File: src/rtl/dram_seq_pkg.sv
`timescale 1ns/1ps
package dram_seq_pkg;

   typedef enum logic [3:0] {
      ST_PAUSE,
      ST_INIT_SETUP,
      ST_INIT_RAS,
      ST_INIT_PRE,
      ST_IDLE,
      ST_SRF_SETUP,
      ST_SRF_HOLD,
      ST_SRF_CASUP,
      ST_SRF_PRE
   } seq_state_e;

   // Minimum time in ns to clocks, rounded up.
   function automatic int unsigned ns_to_clk_ceil(int unsigned ns, int unsigned period_ps);
      return (ns * 1000 + period_ps - 1) / period_ps;
   endfunction

   // Maximum time in ns to clocks, rounded down.
   function automatic int unsigned ns_to_clk_floor(int unsigned ns, int unsigned period_ps);
      return (ns * 1000) / period_ps;
   endfunction

   function automatic int unsigned grade_precharge_ns(int unsigned grade);
      case (grade)
         0:       return 90;
         1:       return 110;
         default: return 130;
      endcase
   endfunction

   function automatic int unsigned max_u(int unsigned a, int unsigned b);
      return (a > b) ? a : b;
   endfunction

endpackage

File: src/rtl/dram_seq_timer.sv
`timescale 1ns/1ps
module dram_seq_timer #(
   parameter int unsigned     CW      = 16,
   parameter logic [CW-1:0]   RST_VAL = '0
) (
   input  logic          clk,
   input  logic          rst,
   input  logic          load,
   input  logic [CW-1:0] load_val,
   output logic          zero
);

   logic [CW-1:0] count_q;

   always_ff @(posedge clk) begin
      if (rst) begin
         count_q <= RST_VAL;
      end else if (load) begin
         count_q <= load_val;
      end else if (count_q != '0) begin
         count_q <= count_q - 1'b1;
      end
   end

   assign zero = (count_q == '0);

endmodule

File: src/rtl/dram_seq_fsm.sv
`timescale 1ns/1ps
module dram_seq_fsm
   import dram_seq_pkg::*;
#(
   parameter int unsigned CW          = 16,
   parameter int unsigned INIT_CYCLES = 8,
   parameter bit          INIT_CBR    = 1'b1,
   parameter int unsigned SETUP_CLKS  = 2,
   parameter int unsigned RASLOW_CLKS = 2,
   parameter int unsigned PRE_CLKS    = 18,
   parameter int unsigned SRF_CLKS    = 20000,
   parameter int unsigned LEAD_CLKS   = 4
) (
   input  logic          clk,
   input  logic          rst,
   input  logic          srf_req,
   input  logic          tmr_zero,
   output seq_state_e    state,
   output logic          tmr_load,
   output logic [CW-1:0] tmr_val
);

   localparam int unsigned IW = $clog2(INIT_CYCLES + 1);
   localparam logic [IW-1:0] INIT_LAST = IW'(INIT_CYCLES - 1);

   localparam logic [CW-1:0] SETUP_V  = CW'(SETUP_CLKS - 1);
   localparam logic [CW-1:0] RASLOW_V = CW'(RASLOW_CLKS - 1);
   localparam logic [CW-1:0] PRE_V    = CW'(PRE_CLKS - 1);
   localparam logic [CW-1:0] SRF_V    = CW'(SRF_CLKS - 1);
   localparam logic [CW-1:0] LEAD_V   = CW'((LEAD_CLKS > 0) ? LEAD_CLKS - 1 : 0);

   localparam seq_state_e    INIT_FIRST   = INIT_CBR ? ST_INIT_SETUP : ST_INIT_RAS;
   localparam logic [CW-1:0] INIT_FIRST_V = INIT_CBR ? SETUP_V : RASLOW_V;
   localparam seq_state_e    EXIT_FIRST   = (LEAD_CLKS > 0) ? ST_SRF_CASUP : ST_SRF_PRE;
   localparam logic [CW-1:0] EXIT_FIRST_V = (LEAD_CLKS > 0) ? LEAD_V : PRE_V;

   seq_state_e    state_q, state_d;
   logic [IW-1:0] init_cnt_q;
   logic          init_inc;

   always_comb begin
      state_d  = state_q;
      tmr_load = 1'b0;
      tmr_val  = '0;
      init_inc = 1'b0;
      case (state_q)
         ST_PAUSE: begin
            if (tmr_zero) begin
               state_d  = INIT_FIRST;
               tmr_load = 1'b1;
               tmr_val  = INIT_FIRST_V;
            end
         end
         ST_INIT_SETUP: begin
            if (tmr_zero) begin
               state_d  = ST_INIT_RAS;
               tmr_load = 1'b1;
               tmr_val  = RASLOW_V;
            end
         end
         ST_INIT_RAS: begin
            if (tmr_zero) begin
               state_d  = ST_INIT_PRE;
               tmr_load = 1'b1;
               tmr_val  = PRE_V;
            end
         end
         ST_INIT_PRE: begin
            if (tmr_zero) begin
               init_inc = 1'b1;
               if (init_cnt_q == INIT_LAST) begin
                  state_d = ST_IDLE;
               end else begin
                  state_d  = INIT_FIRST;
                  tmr_load = 1'b1;
                  tmr_val  = INIT_FIRST_V;
               end
            end
         end
         ST_IDLE: begin
            if (srf_req) begin
               state_d  = ST_SRF_SETUP;
               tmr_load = 1'b1;
               tmr_val  = SETUP_V;
            end
         end
         ST_SRF_SETUP: begin
            if (tmr_zero) begin
               state_d  = ST_SRF_HOLD;
               tmr_load = 1'b1;
               tmr_val  = SRF_V;
            end
         end
         ST_SRF_HOLD: begin
            if (tmr_zero && !srf_req) begin
               state_d  = EXIT_FIRST;
               tmr_load = 1'b1;
               tmr_val  = EXIT_FIRST_V;
            end
         end
         ST_SRF_CASUP: begin
            if (tmr_zero) begin
               state_d  = ST_SRF_PRE;
               tmr_load = 1'b1;
               tmr_val  = PRE_V;
            end
         end
         ST_SRF_PRE: begin
            if (tmr_zero) begin
               state_d = ST_IDLE;
            end
         end
         default: state_d = ST_PAUSE;
      endcase
   end

   always_ff @(posedge clk) begin
      if (rst) begin
         state_q    <= ST_PAUSE;
         init_cnt_q <= '0;
      end else begin
         state_q <= state_d;
         if (init_inc) begin
            init_cnt_q <= init_cnt_q + 1'b1;
         end
      end
   end

   assign state = state_q;

endmodule

File: src/rtl/dram_seq_outdec.sv
`timescale 1ns/1ps
module dram_seq_outdec
   import dram_seq_pkg::*;
#(
   parameter bit INIT_CBR = 1'b1
) (
   input  seq_state_e state,
   output logic       ras_n,
   output logic       cas_n,
   output logic       we_n,
   output logic       ready,
   output logic       srf_ack
);

   logic init_cas_low;
   logic srf_cas_low;
   logic ras_low;

   generate
      if (INIT_CBR) begin : g_cbr_init
         assign init_cas_low = (state == ST_INIT_SETUP) || (state == ST_INIT_RAS);
      end else begin : g_ras_only_init
         assign init_cas_low = 1'b0;
      end
   endgenerate

   assign srf_cas_low = (state == ST_SRF_SETUP) || (state == ST_SRF_HOLD);
   assign ras_low     = (state == ST_INIT_RAS) || (state == ST_SRF_HOLD) ||
                        (state == ST_SRF_CASUP);

   assign ras_n   = ~ras_low;
   assign cas_n   = ~(init_cas_low | srf_cas_low);
   assign we_n    = 1'b1;
   assign ready   = (state == ST_IDLE);
   assign srf_ack = (state == ST_SRF_HOLD);

endmodule

File: src/rtl/dram_srf_seq.sv
`timescale 1ns/1ps
module dram_srf_seq
   import dram_seq_pkg::*;
#(
   parameter int unsigned CLK_PERIOD_PS = 5000,
   parameter int unsigned PAUSE_NS      = 200000,
   parameter int unsigned INIT_CYCLES   = 8,
   parameter bit          INIT_CBR      = 1'b1,
   parameter int unsigned SETUP_CLKS    = 2,
   parameter int unsigned INIT_RAS_CLKS = 2,
   parameter int unsigned SRF_MIN_NS    = 100000,
   parameter int unsigned SPEED_GRADE   = 0,
   parameter int unsigned CAS_LEAD_NS   = 20
) (
   input  logic clk,
   input  logic rst,
   input  logic srf_req,
   output logic srf_ack,
   output logic ready,
   output logic ras_n,
   output logic cas_n,
   output logic we_n
);

   localparam int unsigned PAUSE_CLKS = ns_to_clk_ceil(PAUSE_NS, CLK_PERIOD_PS);
   localparam int unsigned SRF_CLKS   = ns_to_clk_ceil(SRF_MIN_NS, CLK_PERIOD_PS);
   localparam int unsigned PRE_CLKS   = ns_to_clk_ceil(grade_precharge_ns(SPEED_GRADE), CLK_PERIOD_PS);
   localparam int unsigned LEAD_CLKS  = ns_to_clk_floor(CAS_LEAD_NS, CLK_PERIOD_PS);
   localparam int unsigned MAX_CLKS   = max_u(max_u(PAUSE_CLKS, SRF_CLKS),
                                              max_u(PRE_CLKS, max_u(SETUP_CLKS, INIT_RAS_CLKS)));
   localparam int unsigned CW         = $clog2(MAX_CLKS + 1);

   generate
      if (CLK_PERIOD_PS == 0) begin : g_bad_period
         $error("CLK_PERIOD_PS must be nonzero");
      end
      if (INIT_CYCLES < 8) begin : g_bad_init
         $error("INIT_CYCLES must be at least 8");
      end
      if (SPEED_GRADE > 2) begin : g_bad_grade
         $error("SPEED_GRADE must be 0, 1 or 2");
      end
      if (CAS_LEAD_NS > 50) begin : g_bad_lead
         $error("CAS_LEAD_NS may not exceed 50");
      end
      if (SETUP_CLKS < 1 || INIT_RAS_CLKS < 1) begin : g_bad_widths
         $error("SETUP_CLKS and INIT_RAS_CLKS must be at least 1");
      end
      if (PAUSE_CLKS < 1 || SRF_CLKS < 1) begin : g_bad_times
         $error("pause and self-refresh minimum must be at least one clock");
      end
   endgenerate

   seq_state_e    state;
   logic          tmr_load;
   logic [CW-1:0] tmr_val;
   logic          tmr_zero;

   dram_seq_timer #(
      .CW      (CW),
      .RST_VAL (CW'(PAUSE_CLKS - 1))
   ) timer_i (
      .clk      (clk),
      .rst      (rst),
      .load     (tmr_load),
      .load_val (tmr_val),
      .zero     (tmr_zero)
   );

   dram_seq_fsm #(
      .CW          (CW),
      .INIT_CYCLES (INIT_CYCLES),
      .INIT_CBR    (INIT_CBR),
      .SETUP_CLKS  (SETUP_CLKS),
      .RASLOW_CLKS (INIT_RAS_CLKS),
      .PRE_CLKS    (PRE_CLKS),
      .SRF_CLKS    (SRF_CLKS),
      .LEAD_CLKS   (LEAD_CLKS)
   ) fsm_i (
      .clk      (clk),
      .rst      (rst),
      .srf_req  (srf_req),
      .tmr_zero (tmr_zero),
      .state    (state),
      .tmr_load (tmr_load),
      .tmr_val  (tmr_val)
   );

   dram_seq_outdec #(
      .INIT_CBR (INIT_CBR)
   ) outdec_i (
      .state   (state),
      .ras_n   (ras_n),
      .cas_n   (cas_n),
      .we_n    (we_n),
      .ready   (ready),
      .srf_ack (srf_ack)
   );

endmodule

File: config.mk
export PLATFORM = sky130hd
export DESIGN_NAME = dram_srf_seq
export DESIGN_NICKNAME = d
export VERILOG_FILES = /design/src/rtl/dram_seq_pkg.sv /design/src/rtl/dram_seq_timer.sv /design/src/rtl/dram_seq_fsm.sv /design/src/rtl/dram_seq_outdec.sv /design/src/rtl/dram_srf_seq.sv
export SDC_FILE = /design/constraint.sdc
export NUM_CORES = 1
export LEC_CHECK = 0
export ABC_AREA = 0
export BUFFER_PORTS_ARGS = -buffer_cell sky130_fd_sc_hd__buf_2
export CAP_MARGIN = 15
export CORE_ASPECT_RATIO = 0.5
export CORE_UTILIZATION = 60
export DETAILED_ROUTE_END_ITERATION = 8
export GPL_TIMING_DRIVEN = 0
export PLACE_DENSITY_LB_ADDON = 0.3
export SYNTH_ARGS = -nofsm -noshare
export SYNTH_HDL_FRONTEND = slang
export SYNTH_HIERARCHICAL = 1
export SYNTH_SLANG_ARGS = --single-unit
File: constraint.sdc
create_clock -name clk -period 3.81 [get_ports clk]
set_clock_uncertainty 0.1 [all_clocks]
set_input_delay 0.762 -clock clk [delete_from_list [all_inputs] [get_ports clk]]
set_output_delay 0.762 -clock clk [all_outputs]
set_load 0.05 [all_outputs]
Word-level counts from Yosys, hierarchy flattened
Cells that the tools add are included.
Word-level totals
  register bits: 24
  bits of input ports: 3
  output and inout port bits: 5
  logic and storage cells: 68
Operators by class
  $add $sub $neg: 2
  equal/unequal tests: 18
  mux-type cells: 28
  bitwise operators: 3
  reduce and logical (&&, ||, !) cells: 14
Operators by type and width (number)
  16-bit one-hot mux with 6 select lines: 1
  16-bit two-way mux: 3
  4-bit two-way mux: 9
  4-bit one-hot mux with 9 select lines: 1
  4-bit by 3-bit == test with 1-bit output, second input constant: 5
  16-bit logical NOT: 1
  2-bit by 1-bit inequality test with 1-bit output, second input constant: 8
  16-bit nonzero test: 1
  16-bit by 1-bit subtractor with 16-bit output, second input constant: 1
  15-bit two-way mux: 1
  1-bit two-way mux: 9
  9-bit AND reduction: 1
  4-bit by 2-bit == test with 1-bit output, second input constant: 2
  5-bit two-way mux: 1
  5-bit OR reduction: 1
  4-bit by 1-bit adder with 4-bit output, second input constant: 1
  4-bit by 1-bit == test with 1-bit output, second input constant: 1
  4-bit == test, second input constant: 1
  4-bit logical NOT: 1
  1-bit logical OR: 4
  1-bit one-hot mux with 4 select lines: 1
  2-bit OR reduction: 2
  3-bit two-way mux: 1
  2-bit two-way mux: 1
  other kinds (6): 7

Logic depth before layout (Yosys ltp)
Gate-level depths: netlist of the first run.
  depth in word-level cells: 5
  mapped depth: 14
  gate-level depth less buffers: 12

Cells and area by module
The synthesis of the first run kept the hierarchy.
Modules (own cells, without submodules)
  dram_seq_timer: times used 1, cells an instance 116, area an instance 954.7 um^2, sequential area each 320.3 um^2
  dram_seq_fsm: times used 1, cells an instance 84, area an instance 671.9 um^2, sequential area each 160.2 um^2
  dram_seq_outdec: times used 1, cells an instance 8, area an instance 67.6 um^2, sequential area each 0.0 um^2

Least setup slack after synthesis of the first run
OpenSTA, ideal clock, no wires.
  path type: register to register
  start: register timer_i.count_q[0]
  end: register timer_i.count_q[13]
  library setup time: 0.121 ns
  arrival: 2.670 ns
  required time: 3.589 ns
  setup slack: 0.918 ns
  stages on the path, launching flop included: 15
  buffers on the path: 3
  period minus slack after synthesis: 2.892 ns
  cell sequence: dfxtp_1 -> inv_1 -> ha_1 -> nor3b_1 -> nand2_1 -> nor4_1 -> buf_4 -> and4b_1 -> nand3_1 -> nand3_1 -> clkbuf_1 -> clkbuf_1 -> nor2_1 -> nand2_2 -> o21ai_0
Between the ends
  word-level cells in the longest chain between the ends: 5
  elaborated cells on any way between the ends: 11
  classes of those cells: 1 x add/sub; 6 x mux; 4 x reduce/logical
Ends and longest elaborated chain
  start, declared: RTL line dram_seq_timer.sv:13  | logic [CW-1:0] count_q;
  start signal, assigned: RTL line dram_seq_timer.sv:19  | count_q <= load_val;
  start signal, assigned: RTL line dram_seq_timer.sv:21  | count_q <= count_q - 1'b1;
  16-bit logical NOT (*): RTL line dram_seq_timer.sv:25  | assign zero = (count_q == '0);
  net tmr_zero: RTL line dram_srf_seq.sv:57  | logic tmr_zero;
  1-bit logical AND: RTL line dram_seq_fsm.sv:95  | if (tmr_zero && !srf_req) begin
  1-bit two-way mux: RTL line dram_seq_fsm.sv:95
  1-bit one-hot mux with 4 select lines (*): RTL line dram_seq_fsm.sv:46  | case (state_q)
  net tmr_load: RTL line dram_srf_seq.sv:55  | logic tmr_load;
  16-bit two-way mux or 2-bit nonzero test (tied branches)
The timed path passes the listed nets; every way through them passes the cells marked *. The select of a mux whose other input is x is not followed.
A chain may end at the register's enable or synchronous reset.

Worst setup path after layout of the first run
  start: register timer_i.count_q[0]
  end: register timer_i.count_q[7]
The elaborated chain is that of the path after synthesis.

==> results of run 1 <==
## state kept, by name (all words and copies together) (netlist names)
name	count
fsm_i/init_cnt_q	4
timer_i/count_q	16
fsm_i/state	4
## cells by family (layout without fill, tap and decap cells)
kind of cell    count (synthesis)  in the layout  synth area share, %
xor+xnor                        9              9                4.653
buf+inv                        33             43                11.60
mux                             3              3                1.920
flops                          24             24                28.36
compound gates                 45             45                18.61
other cells                     2              8               0.4433
simple gates                   90             90                32.94
fa+ha+maj                       2              2                1.477
## final timing paths
check                      startpoint             endpoint  cells past startpoint
setup reg to reg   timer_i/count_q[0]   timer_i/count_q[7]                     14
setup / recovery   timer_i/count_q[0]   timer_i/count_q[7]                     14
hold / removal    fsm_i/init_cnt_q[3]  fsm_i/init_cnt_q[3]                      2
hold reg to reg   fsm_i/init_cnt_q[3]  fsm_i/init_cnt_q[3]                      2
## routing by layer
layer	GRT usage, %	up-vias	part of all wire (%)	wire length (um)
li1	-	774	-	-
met1	30.48	706	46	1640
met2	43.14	38	47	1682
met3	7.907	5	5.9	212
met4	3.302	0	0.81	29
met5	0	-	0	0
## cells in the mapped netlist, types with 4 or more instances
library cell | count | area share (%)
dfxtp_1 | 24 | 28
buf_4 | 14 | 6.2
nor2_1 | 14 | 3.1
nand2_1 | 12 | 2.7
a21oi_1 | 11 | 3.2
nand3_1 | 10 | 3.0
o21ai_0 | 10 | 3.0
inv_1 | 7 | 1.6
nor4_1 | 7 | 2.6
clkbuf_1 | 6 | 1.3
nand2b_1 | 5 | 1.8
nor3_1 | 5 | 1.5
or4_1 | 5 | 2.2
xor2_1 | 5 | 2.6
buf_2 | 4 | 1.2
nor2b_1 | 4 | 1.5
xnor2_1 | 4 | 2.1
## worst register-to-register path, stage by stage, from the launching register on
cell and delay (ns):
dfxtp_1 0.36, inv_1 0.09, ha_1 0.21, nor3b_1 0.41, nand2_1 0.12, nor4_2 0.35, buf_4 0.24, and4b_1 0.25
nand3_1 0.11, nand3_1 0.10, clkbuf_1 0.31, clkbuf_2 0.33, nor2_1 0.11, nand2_2 0.12, o21ai_0 0.10
## what timing repair did
action / CTS / global route
endpoints found under the setup margin: 0 / 8
gates resized for setup: 0 / 3
hold buffers: 0 / 0
## power groups by stage
| stage | logic (mW) | registers [mW] | clock network [mW] |
|---|---|---|---|
| floorplan | 0.0265 | 0.262 | 0 |
| global placement | 0.0308 | 0.263 | 0 |
| detailed placement | 0.0324 | 0.263 | 0 |
| CTS | 0.0325 | 0.257 | 0.154 |
| global route | 0.0365 | 0.257 | 0.164 |
| finish | 0.0328 | 0.257 | 0.150 |
## final cells by class
class,instances,area [um2],share of cell area [%]
tap,37,46.29,2.507
clock buffer,3,41.29,2.236
buffer,26,171.4,9.282
inverter,7,26.28,1.423
timing repair buffer,7,35.03,1.897
sequential,24,480.5,26.02
multi-input combinational,157,1046,56.64
==> flow_metrics.tcl, run 1 <==
set metrics [dict create \
    outcome "finished, final reports clean" \
    arrival_ns 3.49 \
    cts_max_level 1 \
    intPower_mw 0.3395 \
    synth_edf_count 0 \
    viasPerCell 5.835 \
    start_util_pct 64.29 \
    tightest_slew_ns 0.6771 \
    gp_congestion 0.8823 \
    crit_required_ns 3.86 \
    fillCellCount 219 \
    layout_commonest_cell "dfxtp_1" \
    max-cap-violations 0 \
    overflow 0 \
    cp_slowest_cell "nor3b_1" \
    first_iter_violations 93 \
    syn_inst 208 \
    grt_pass1_wl_um 5623 \
    worstSkewPairLatency_ns 0.27 \
    synth.avg_cell_area_um2 8.145 \
    rsz0062_at_grt "false" \
    final_util_pct 70.09 \
    slew_headroom_pct 54.51 \
    postPlaceCellArea_um2 1793 \
    synth_cell_type_count 52 \
    end_kind "flop" \
    io_pins 8 \
    hold_viol_final 0 \
    p_per_area_nw_per_um2 238.2 \
    p_seq_share_pct 58.4 \
    ir_worst_vdd_uv 153.5 \
    stdcell_area_um2 1847 \
    cts.sinks 24 \
    syn2layout_area_growth_pct 9.010 \
    antenna_found_initial 0 \
    cp_common_cell "nand3_1" \
    cpLargestDelayFamily "simple AND/OR/NAND/NOR gates" \
    p_leak_nw 0.7458 \
    grt_pass1_vias 1279 \
    clk_pin_slew_worst_paths_ns 0.09 \
    period_share_pct 90.29 \
    wl_per_cell_um 13.66 \
    fin_cells 261 \
    final_max_slew_viol_count 0 \
    diodes 0 \
    crit_path_start_kind "flop" \
    core_um2 2635 \
    post-cts-setup-buffers 0 \
    vias 1523 \
    p_comb_share_pct 7.5 \
    drtPass1Iterations 4 \
    cts_tree "yes" \
    drive_gt1_share_pct 19.20 \
    dpl.cell_count 257 \
    swShare_pct 22.82 \
    crit_path_max_fanout 10 \
    dieHeight_um 39.58 \
    cpPeakStageDelay_ns 0.41 \
    ys_ff_latch 24 \
    dp_slack_ns 0.2303 \
    finalCriticalPeriod_ns 3.440 \
    track_usage_pct 24.45 \
    ant_nets 0 \
    hpwl_um 2515 \
    core.rowCount 13 \
    nets 231 \
    ys_warn_count 6 \
    mostFrequentLayoutCells "24 x dfxtp_1, 14 x buf_4, 14 x nor2_1" \
    total_power_mw 0.4399 \
    tns_ns 0 \
    finalWirelength_um 3564 \
    numCtsBuffers 3 \
    syn-cell-area_um2 1694 \
    grt_max_degree 13 \
    critPathBufInv 4 \
    ys_seq_area_share_pct 28.36 \
    r2r_setup_slack_ns 0.37 \
    die_area_um2 3053 \
    die_w_um 77.15 \
    crit_type "flop to flop" \
    ys_async_sr_fraction_pct 0 \
    cts_root_buffer "clkbuf_8" \
    setup_ws_ns 0.3700 \
    cp_cell_sequence "inv_1 > ha_1 > nor3b_1 > nand2_1 > nor4_2 > buf_4 > and4b_1 > nand3_1 > nand3_1 > clkbuf_1 > clkbuf_2 > nor2_1 > nand2_2 > o21ai_0" \
    fmax_mhz 290.7 \
    setup_violations 0 \
    power.switching_mw 0.1004 \
    drc_errors 0 \
    ys.flop_type "dfxtp_1" \
    holdCritPathClass "flop to flop" \
    ctsLongestPathBuffers 2 \
    portBuffers 6 \
    final.hold.worst_slack_ns 0.4031 \
    clkPwrFrac_pct 34.1 \
]
Note: power is estimated with default switching activity, not from simulation.
==> run 2, diff against run 1 <==
--- a/config.mk
+++ b/config.mk
@@ -12,7 +12,8 @@
 export CORE_UTILIZATION = 60
 export DETAILED_ROUTE_END_ITERATION = 8
 export GPL_TIMING_DRIVEN = 0
-export PLACE_DENSITY_LB_ADDON = 0.3
+export PLACE_DENSITY_LB_ADDON = 0.15
+export SKIP_CTS_REPAIR_TIMING = 1
 export SYNTH_ARGS = -nofsm -noshare
 export SYNTH_HDL_FRONTEND = slang
 export SYNTH_HIERARCHICAL = 1
==> run 2 against run 1 <==
Power is 0.17% lower; wire length decreased by 0.28%; sequential share of layout area is 0.16 points higher; largest power group unchanged; sequential power about the same.
==> flow_metrics.tcl, run 2 (synthesis results as in run 1) <==
set metrics [dict create \
    ctsLongestPathBuffers 2 \
    dpl.cell_count 257 \
    crit_path_start_kind "flop" \
    drtPass1Iterations 4 \
    cp_cell_sequence "inv_1 > ha_1 > nor3b_1 > nand2_1 > nor4_1 > buf_4 > nand2_1 > nor4_1 > buf_4 > inv_1 > a21oi_1 > o31a_1" \
    io_pins 8 \
    die_area_um2 3053 \
    period_share_pct 93.05 \
    max-cap-violations 0 \
    tns_ns 0 \
    cts_tree "yes" \
    grt_max_degree 13 \
    diodes 0 \
    ir_worst_vdd_uv 204.2 \
    clk_pin_slew_worst_paths_ns 0.08 \
    dp_slack_ns 0.3029 \
    vias 1519 \
    p_leak_nw 0.7411 \
    drive_gt1_share_pct 18.39 \
    arrival_ns 3.66 \
    fin_cells 260 \
    setup_ws_ns 0.2647 \
    nets 230 \
    antenna_found_initial 0 \
    worstSkewPairLatency_ns 0.26 \
    final_util_pct 69.66 \
    slew_headroom_pct 24.19 \
    critPathBufInv 4 \
    cts.sinks 24 \
    fillCellCount 235 \
    overflow 0 \
    hold_viol_final 0 \
    crit_required_ns 3.92 \
    tightest_slew_ns 1.127 \
    cts_max_level 1 \
    regMostFlops "timer_i/count_q" \
    drc_errors 0 \
    p_per_area_nw_per_um2 239.2 \
    crit_path_max_fanout 10 \
    viasPerCell 5.842 \
    core_um2 2635 \
    layout_commonest_cell "dfxtp_1" \
    cpLargestDelayFamily "simple AND/OR/NAND/NOR gates" \
    cts_root_buffer "clkbuf_8" \
    finalWirelength_um 3554 \
    syn2layout_area_growth_pct 8.346 \
    first_iter_violations 55 \
    postPlaceCellArea_um2 1793 \
    dieHeight_um 39.58 \
    cp_slowest_cell "nor4_1" \
    outcome "finished, final reports clean" \
    rsz0062_at_grt "false" \
    grt_pass1_vias 1262 \
    track_usage_pct 24.41 \
    die_w_um 77.15 \
    crit_type "flop to flop" \
    mostFrequentLayoutCells "24 x dfxtp_1, 14 x buf_4, 14 x nor2_1" \
    gp_congestion 0.8558 \
    portBuffers 6 \
    largest_reg_flops 16 \
    grt_pass1_wl_um 5706 \
    hpwl_um 2539 \
    setup_violations 0 \
    ant_nets 0 \
    fmax_mhz 282.1 \
    end_kind "flop" \
    stdcell_area_um2 1836 \
    numCtsBuffers 3 \
    core.rowCount 13 \
    finalCriticalPeriod_ns 3.545 \
    start_util_pct 64.29 \
    wl_per_cell_um 13.67 \
    cpPeakStageDelay_ns 0.87 \
    holdCritPathClass "flop to flop" \
    final_max_slew_viol_count 0 \
]
==> run 2: cell type report <==
| cell class | instances | area (um2) | share of cell area, % |
|---|---|---|---|
| clock buffers | 3 | 41.29 | 2.249 |
| inverters | 7 | 26.28 | 1.431 |
| multi-input cells | 157 | 1040 | 56.65 |
| plain buffers | 26 | 171.4 | 9.339 |
| repair buffers | 6 | 30.03 | 1.636 |
| flip-flops and latches | 24 | 480.5 | 26.18 |
| well taps | 37 | 46.29 | 2.522 |
==> run 2: metrics by stage <==
stage / total power [mW] / hold WS (ns)
2_1_floorplan: 0.2884 / 0.3572
3_3_place_gp: 0.2934 / 0.3752
3_5_place_dp: 0.2942 / 0.3821
4_1_cts: 0.4439 / 0.4017
5_1_grt: 0.4578 / 0.4385
6_report: 0.4391 / 0.4011
==> run 2: layer usage <==
layer  up-vias  part of all wire, %  wire length, um  track usage (%)
met1       710                   49             1740            30.63
met2        31                   47             1653            44.69
li1        776                    -                -                -
met5         -                    0                0                0
met4         0                 0.37               13            4.717
met3         2                  4.1              147            5.116
==> run 2: worst register-to-register path, delay by kind of cell, from the launching register on <==
| kind | cells | cell delay [ns] |
|---|---|---|
| AND/OR/NAND/NOR | 5 | 1.94 |
| buffers and inverters | 4 | 0.64 |
| flip-flops | 1 | 0.36 |
| AO/OA/AOI/OAI | 2 | 0.28 |
| adder cells (fa/ha/maj) | 1 | 0.19 |
==> run 2: where the power goes <==
group / internal (mW) / total, mW / switching (mW)
combinational: 0.0152 / 0.0324 / 0.0172
sequential: 0.253 / 0.257 / 0.00349
clock: 0.0707 / 0.150 / 0.0791
==> run 2: worst paths after layout <==
kind                              end  slack [ns]  cells past startpoint           startpoint
hold reg to reg   fsm_i/init_cnt_q[3]        0.40                      2  fsm_i/init_cnt_q[3]
setup / recovery  timer_i/count_q[14]        0.26                     12   timer_i/count_q[0]
hold / removal    fsm_i/init_cnt_q[3]        0.40                      2  fsm_i/init_cnt_q[3]
setup reg to reg  timer_i/count_q[14]        0.26                     12   timer_i/count_q[0]
